File: config.mk
export PLATFORM = sky130hd
export DESIGN_NAME = cmp_timer
export DESIGN_NICKNAME = d
export VERILOG_FILES = /design/src/rtl/cmp_timer_pkg.sv /design/src/rtl/cmp_timer_count.sv /design/src/rtl/cmp_timer_match.sv /design/src/rtl/cmp_timer_route.sv /design/src/rtl/cmp_timer.sv
export SDC_FILE = /design/constraint.sdc
export NUM_CORES = 1
export LEC_CHECK = 0
export BUFFER_PORTS_ARGS = -buffer_cell sky130_fd_sc_hd__buf_2
export CORE_UTILIZATION = 53
export DETAILED_ROUTE_END_ITERATION = 10
export MAX_ROUTING_LAYER = met4
export PLACE_DENSITY = 0.8
export SYNTH_ARGS = -nofsm -noshare
export SYNTH_HDL_FRONTEND = slang
export SYNTH_HIERARCHICAL = 1
export SYNTH_SLANG_ARGS = --single-unit
File: constraint.sdc
create_clock -name clk_i -period 3.25 [get_ports clk_i]
set_input_delay 0.325 -clock clk_i [delete_from_list [all_inputs] [get_ports clk_i]]
set_output_delay 0.325 -clock clk_i [all_outputs]
set_load 0.01 [all_outputs]
File: src/rtl/cmp_timer_pkg.sv
package cmp_timer_pkg;
  localparam logic       SEL_COUNT   = 1'b0;
  localparam logic       SEL_COMPARE = 1'b1;
  localparam logic [2:0] TI_REV      = 3'd1;
endpackage

File: src/rtl/cmp_timer_count.sv
module cmp_timer_count #(
  parameter int unsigned W = 32,
  parameter logic [W-1:0] RST_VAL = 1
) (
  input  logic         clk_i,
  input  logic         rst_ni,
  input  logic         tick_i,
  input  logic         freeze_i,
  input  logic         ld_i,
  input  logic [W-1:0] ld_data_i,
  output logic [W-1:0] count_o,
  output logic [W-1:0] next_o,
  output logic         step_o
);
  logic [W-1:0] cnt_q;

  assign step_o  = tick_i && !freeze_i && !ld_i;
  assign next_o  = cnt_q + 1'b1;
  assign count_o = cnt_q;

  always_ff @(posedge clk_i or negedge rst_ni) begin
    if (!rst_ni)     cnt_q <= RST_VAL;
    else if (ld_i)   cnt_q <= ld_data_i;
    else if (step_o) cnt_q <= next_o;
  end


  freeze_hold_chk: assert property (@(posedge clk_i) disable iff (!rst_ni)
    (!ld_i && (freeze_i || !tick_i)) |=> cnt_q == $past(cnt_q));

  count_inc_chk: assert property (@(posedge clk_i) disable iff (!rst_ni)
    (!ld_i && tick_i && !freeze_i) |=> cnt_q == $past(cnt_q) + 1'b1);

  count_load_chk: assert property (@(posedge clk_i) disable iff (!rst_ni)
    ld_i |=> cnt_q == $past(ld_data_i));
endmodule

File: src/rtl/cmp_timer_match.sv
module cmp_timer_match #(
  parameter int unsigned W = 32
) (
  input  logic         clk_i,
  input  logic         rst_ni,
  input  logic         cmp_wr_i,
  input  logic [W-1:0] wr_data_i,
  input  logic         step_i,
  input  logic [W-1:0] next_i,
  input  logic         ti_en_i,
  output logic [W-1:0] compare_o,
  output logic         pend_d_o,
  output logic         pend_o,
  output logic         ti_o
);
  logic [W-1:0] cmp_q;
  logic         pend_q, ti_q, hit;

  // match only on an enabled increment; compare write wins
  assign hit      = step_i && (next_i == cmp_q) && !cmp_wr_i;
  assign pend_d_o = !cmp_wr_i && (pend_q || hit);

  always_ff @(posedge clk_i or negedge rst_ni) begin
    if (!rst_ni) begin
      cmp_q  <= '0;
      pend_q <= 1'b0;
      ti_q   <= 1'b0;
    end else begin
      if (cmp_wr_i) cmp_q <= wr_data_i;
      pend_q <= pend_d_o;
      if (ti_en_i && cmp_wr_i) ti_q <= 1'b0;
      else if (ti_en_i && hit) ti_q <= 1'b1;
    end
  end

  assign compare_o = cmp_q;
  assign pend_o    = pend_q;
  assign ti_o      = ti_q;


  cmp_clear_chk: assert property (@(posedge clk_i) disable iff (!rst_ni)
    cmp_wr_i |=> !pend_q && cmp_q == $past(wr_data_i));

  pend_hold_chk: assert property (@(posedge clk_i) disable iff (!rst_ni)
    (pend_q && !cmp_wr_i) |=> pend_q);

  ti_clear_chk: assert property (@(posedge clk_i) disable iff (!rst_ni)
    (cmp_wr_i && ti_en_i) |=> !ti_q);

  ti_keep_chk: assert property (@(posedge clk_i) disable iff (!rst_ni)
    !ti_en_i |=> ti_q == $past(ti_q));
endmodule

File: src/rtl/cmp_timer_route.sv
module cmp_timer_route #(
  parameter int unsigned SEL_W = 3,
  localparam int unsigned N = 1 << SEL_W
) (
  input  logic             clk_i,
  input  logic             rst_ni,
  input  logic             pend_i,
  input  logic [SEL_W-1:0] sel_i,
  output logic [N-1:0]     irq_o
);
  for (genvar g = 0; g < N; g++) begin : g_line
    always_ff @(posedge clk_i or negedge rst_ni) begin
      if (!rst_ni) irq_o[g] <= 1'b0;
      else         irq_o[g] <= pend_i && (sel_i == SEL_W'(g));
    end
  end


  irq_onehot_chk: assert property (@(posedge clk_i) disable iff (!rst_ni)
    $onehot0(irq_o));

  irq_route_chk: assert property (@(posedge clk_i) disable iff (!rst_ni)
    pend_i |=> irq_o[$past(sel_i)]);
endmodule

File: src/rtl/cmp_timer.sv
module cmp_timer #(
  parameter int unsigned CNT_W = 32,
  parameter int unsigned SEL_W = 3,
  parameter int unsigned REV_W = 3,
  localparam int unsigned N_LINES = 1 << SEL_W
) (
  input  logic               clk_i,
  input  logic               rst_ni,
  input  logic               tick_i,
  input  logic               freeze_i,
  input  logic [REV_W-1:0]   rev_i,
  input  logic [SEL_W-1:0]   line_sel_i,
  input  logic               wr_en_i,
  input  logic               wr_sel_i,
  input  logic [CNT_W-1:0]   wr_data_i,
  output logic [CNT_W-1:0]   count_o,
  output logic [CNT_W-1:0]   compare_o,
  output logic               ti_o,
  output logic [N_LINES-1:0] irq_o
);
  import cmp_timer_pkg::*;

  logic             cnt_wr, cmp_wr, step, pend_d, pend_q;
  logic [CNT_W-1:0] next_cnt;

  assign cnt_wr = wr_en_i && (wr_sel_i == SEL_COUNT);
  assign cmp_wr = wr_en_i && (wr_sel_i == SEL_COMPARE);

  cmp_timer_count #(.W(CNT_W), .RST_VAL(CNT_W'(1))) u_count (
    .clk_i, .rst_ni, .tick_i, .freeze_i,
    .ld_i(cnt_wr), .ld_data_i(wr_data_i),
    .count_o, .next_o(next_cnt), .step_o(step)
  );

  cmp_timer_match #(.W(CNT_W)) u_match (
    .clk_i, .rst_ni, .cmp_wr_i(cmp_wr), .wr_data_i,
    .step_i(step), .next_i(next_cnt),
    .ti_en_i(rev_i == REV_W'(TI_REV)),
    .compare_o, .pend_d_o(pend_d), .pend_o(pend_q), .ti_o
  );

  cmp_timer_route #(.SEL_W(SEL_W)) u_route (
    .clk_i, .rst_ni, .pend_i(pend_d), .sel_i(line_sel_i), .irq_o
  );


  freeze_no_irq_chk: assert property (@(posedge clk_i) disable iff (!rst_ni)
    (freeze_i && !pend_q) |=> !pend_q);

  load_no_irq_chk: assert property (@(posedge clk_i) disable iff (!rst_ni)
    (cnt_wr && !pend_q) |=> !pend_q);
endmodule

==> impl_metrics.csv <==
group,metric,value,unit
die,fp-row-count,32,
routing,routedWlPerCell,17.5,µm
logic_synthesis,syn-num-nets,478,
critical_path,cp_data_arrival_time,3.42,ns
routing,ant_nets,0,
finish,nFillCells,661,
clock_tree,clk_latency,0.36,ns
critical_path,path_cells,"nand3_4 > nor3_1 > and3_2 > nand3_1 > xnor2_1 > xnor2_1 > nand4_1 > nor4_4 > a31oi_2 > nor2_2 > and4b_2",
timing,setup_viol,0,
clock_tree,numCtsBuffers,9,
die,dieArea,8600,µm²
die,initial_core_util,0.556,
critical_path,startpoint_type,"flip-flop",
placement,io_buffers,116,
logic_synthesis,synth_area,4360,µm²
timing,hold_viol,28,
logic_synthesis,synthArstFlopShare,1.00,
clock_tree,cts_tree,"built",
finish,fin_nets,608,
placement,dpl.cell_count,650,
finish,layout_common_cells,"buf_2, dfrtp_1, nand2_1, xnor2_1, xor2_1",
critical_path,worstSetupPathType,"reg2reg",
die,ios,117,
global_route,grt_pass1_wl,18800,µm
critical_path,critPathMaxFanout,7,
run,cap_violations,0,
critical_path,required,3.55,ns
clock_tree,cts.path.max_buffers,2,
critical_path,crit_family,"simple AND/OR/NAND/NOR gates",
global_route,grt_pass1_vias,3843,
finish,fin_cells,670,
power_and_ir_drop,p_leak,2.36,nW
global_route,grt_max_degree,75,
timing,holdWs,-0.0364,ns
routing,viasPerCell,5.68,
power_and_ir_drop,power,2.67,mW
global_route,globalRoute.totalOverflow,0,
critical_path,slowest_stage,"dfrtp_1",
finish,final_core_util,0.691,
logic_synthesis,synth-main-ff-cell,"dfrtp_1",
placement,dpl.hpwl,8570,µm
critical_path,crit-reg2reg-launch,"u_count/count_o[6]$_DFFE_PN0P_",
timing,finalClockSkew,0.00773,ns
timing,worst-slew-pin-transition,0.583,ns
critical_path,end_kind,"flip-flop",
logic_synthesis,yosys_warnings,6,
finish,n_antenna_cell,0,
critical_path,ff2ff_setup_slack,0.14,ns
placement,gp_congestion,0.901,
routing,route.detailed.drc,0,
routing,drt_iter0_drc,191,
timing,setup_tns,0,ns
global_route,antenna_found_initial,0,
critical_path,crit_buf_inv,0,
die,core-area,7850,µm²
critical_path,cpPeakStageDelay,0.50,ns
timing,drv_slew,0,
routing,vias,3805,
timing,max_freq,321,MHz
timing,final.period_utilization,0.958,
global_route,grt.total_usage,0.293,
logic_synthesis,synth_cells,433,
logic_synthesis,synth_edf_count,0,
logic_synthesis,yosysUniqueCellTypes,43,
logic_synthesis,syn_avg_cell_area,10.1,µm²
status,violations,"negative hold slack",
clock_tree,cts_hold_buffers,0,
critical_path,cpMostUsedCell,"xnor2_1",
clock_tree,htreeDepth,3,
finish,final_common_cell,"buf_2",
power_and_ir_drop,power_density,493,nW/µm²
die,die_h,92.7,µm
power_and_ir_drop,max-vdd-ir-drop,0.310,mV
die,die_w,92.7,µm
critical_path,reg2reg_to,"u_route/irq_o[5]$_DFF_PN0_",
timing,relSlewSlack,0.612,
min_path,min_path_type,"in2async",
logic_synthesis,synth-seq-cells,74,
clock_tree,cts_root_buf,"clkbuf_8",
status,status,"finished with violations",
finish,syn2layout_area_growth,24.3,%
routing,drt_wl_total,11700,µm
clock_tree,numClockSinks,74,
finish,drive_gt1_frac,0.387,
routing,dr.pass1.iters,5,
clock_tree,clk_pin_slew_worst_paths,0.08,ns
critical_path,rr_worst_depth,11,
timing,fin_crit,3.11,ns
logic_synthesis,synth-seq-area-share,0.425,
-- power by group --
| group | leakage, nW | switching, mW | internal, mW |
|---|---|---|---|
| registers | 0.906 | 0.172 | 1.04 |
| clock network | 0.0873 | 0.370 | 0.351 |
| logic | 1.37 | 0.392 | 0.353 |
-- worst register-to-register path, stage by stage, from the launching register on --
cell,delay [ns]
dfrtp_1,0.50
nand3_4,0.20
nor3_1,0.32
and3_2,0.29
nand3_1,0.12
xnor2_1,0.22
xnor2_1,0.16
nand4_1,0.17
nor4_4,0.38
a31oi_2,0.21
nor2_2,0.24
and4b_2,0.24
-- cell type report --
cell class / count / area (µm²) / area share
Inverter: 3 / 11.3 / 0.00208
Tap cell: 102 / 128 / 0.0235
Timing Repair Buffer: 141 / 781 / 0.144
Sequential cell: 74 / 1850 / 0.342
Clock buffer: 9 / 124 / 0.0228
Multi-Input combinational cell: 334 / 2460 / 0.453
Clock inverter: 7 / 70.1 / 0.0129
-- cells by family (layout without fill, tap and decap cells) --
logic type | after synthesis | after routing | synth area share
adders and majority gates | 1 | 1 | 0.00287
muxes | 33 | 33 | 0.0849
xor gates and xnor gates | 92 | 92 | 0.185
AOI/OAI and AO/OA | 34 | 34 | 0.0396
and+or+nand+nor | 173 | 174 | 0.236
DFF | 74 | 74 | 0.425
buffers and inverters | 26 | 160 | 0.0278
-- cell usage after synthesis, types with 4 or more instances --
cell      instances  area (µm²)
and3_1            5        31.3
buf_2            11        55.1
clkbuf_1          7        26.3
dfrtp_1          73        1830
mux2_2           32         360
nand2_1          57         214
nand3_1          18        90.1
nand4_1          26         163
nor2_1           25        93.8
nor3_1            4        20.0
o21ai_0          32         160
xnor2_1          58         508
xor2_1           34         298
-- state kept, by name, summed over array words and instances (netlist names) --
register	cells
u_count/count_o	32
u_match/compare_o	32
u_match/pend_o	1
u_match/ti_o	1
u_route/irq_o	8
-- through the flow --
| stage | cell area [µm²] | worst slack [ns] | hold WS (ns) |
|---|---|---|---|
| 6_report | 5430 | 0.135 | -0.0364 |
| 5_1_grt | 5430 | -0.00880 | 0.0338 |
| 4_1_cts | 5340 | 0.0130 | 0.00249 |
| 3_5_place_dp | 5150 | -0.0583 | 0.386 |
| 3_3_place_gp | 5150 | 0.155 | 0.380 |
| 2_1_floorplan | 4360 | 0.261 | 0.0294 |
-- timing repair --
| item | in CTS | in global routing |
|---|---|---|
| buffers inserted | 0 | 3 |
| resized for setup | 1 | 10 |
| gates cloned | 0 | 1 |
| hold endpoints to repair | 0 | 0 |
| pin swaps | 0 | 3 |
| setup endpoints to repair | 8 | 8 |
-- worst max-delay path by stage --
stage	startpoint	end	slack [ns]	depth (start not counted)
after global routing	u_count/count_o[0]$_DFFE_PN1P_	u_route/irq_o[3]$_DFF_PN0_	-0.009	12
after global placement	u_count/count_o[0]$_DFFE_PN1P_	u_route/irq_o[7]$_DFF_PN0_	0.15	11
after CTS	u_count/count_o[5]$_DFFE_PN0P_	u_route/irq_o[0]$_DFF_PN0_	0.01	11
after detailed placement	u_count/count_o[5]$_DFFE_PN0P_	u_route/irq_o[0]$_DFF_PN0_	-0.06	11
final	u_count/count_o[6]$_DFFE_PN0P_	u_route/irq_o[5]$_DFF_PN0_	0.14	11
after floorplan	u_count/count_o[0]$_DFFE_PN1P_	u_route/irq_o[0]$_DFF_PN0_	0.26	12
-- layer usage --
metal / GRT usage / share of wire / vias up
li1: - / - / 1755
met1: 0.362 / 0.42 / 1879
met2: 0.477 / 0.51 / 146
met3: 0.0484 / 0.056 / 25
met4: 0.124 / 0.021 / 0
met5: - / 0 / -
(Power assumes the default switching activity.)
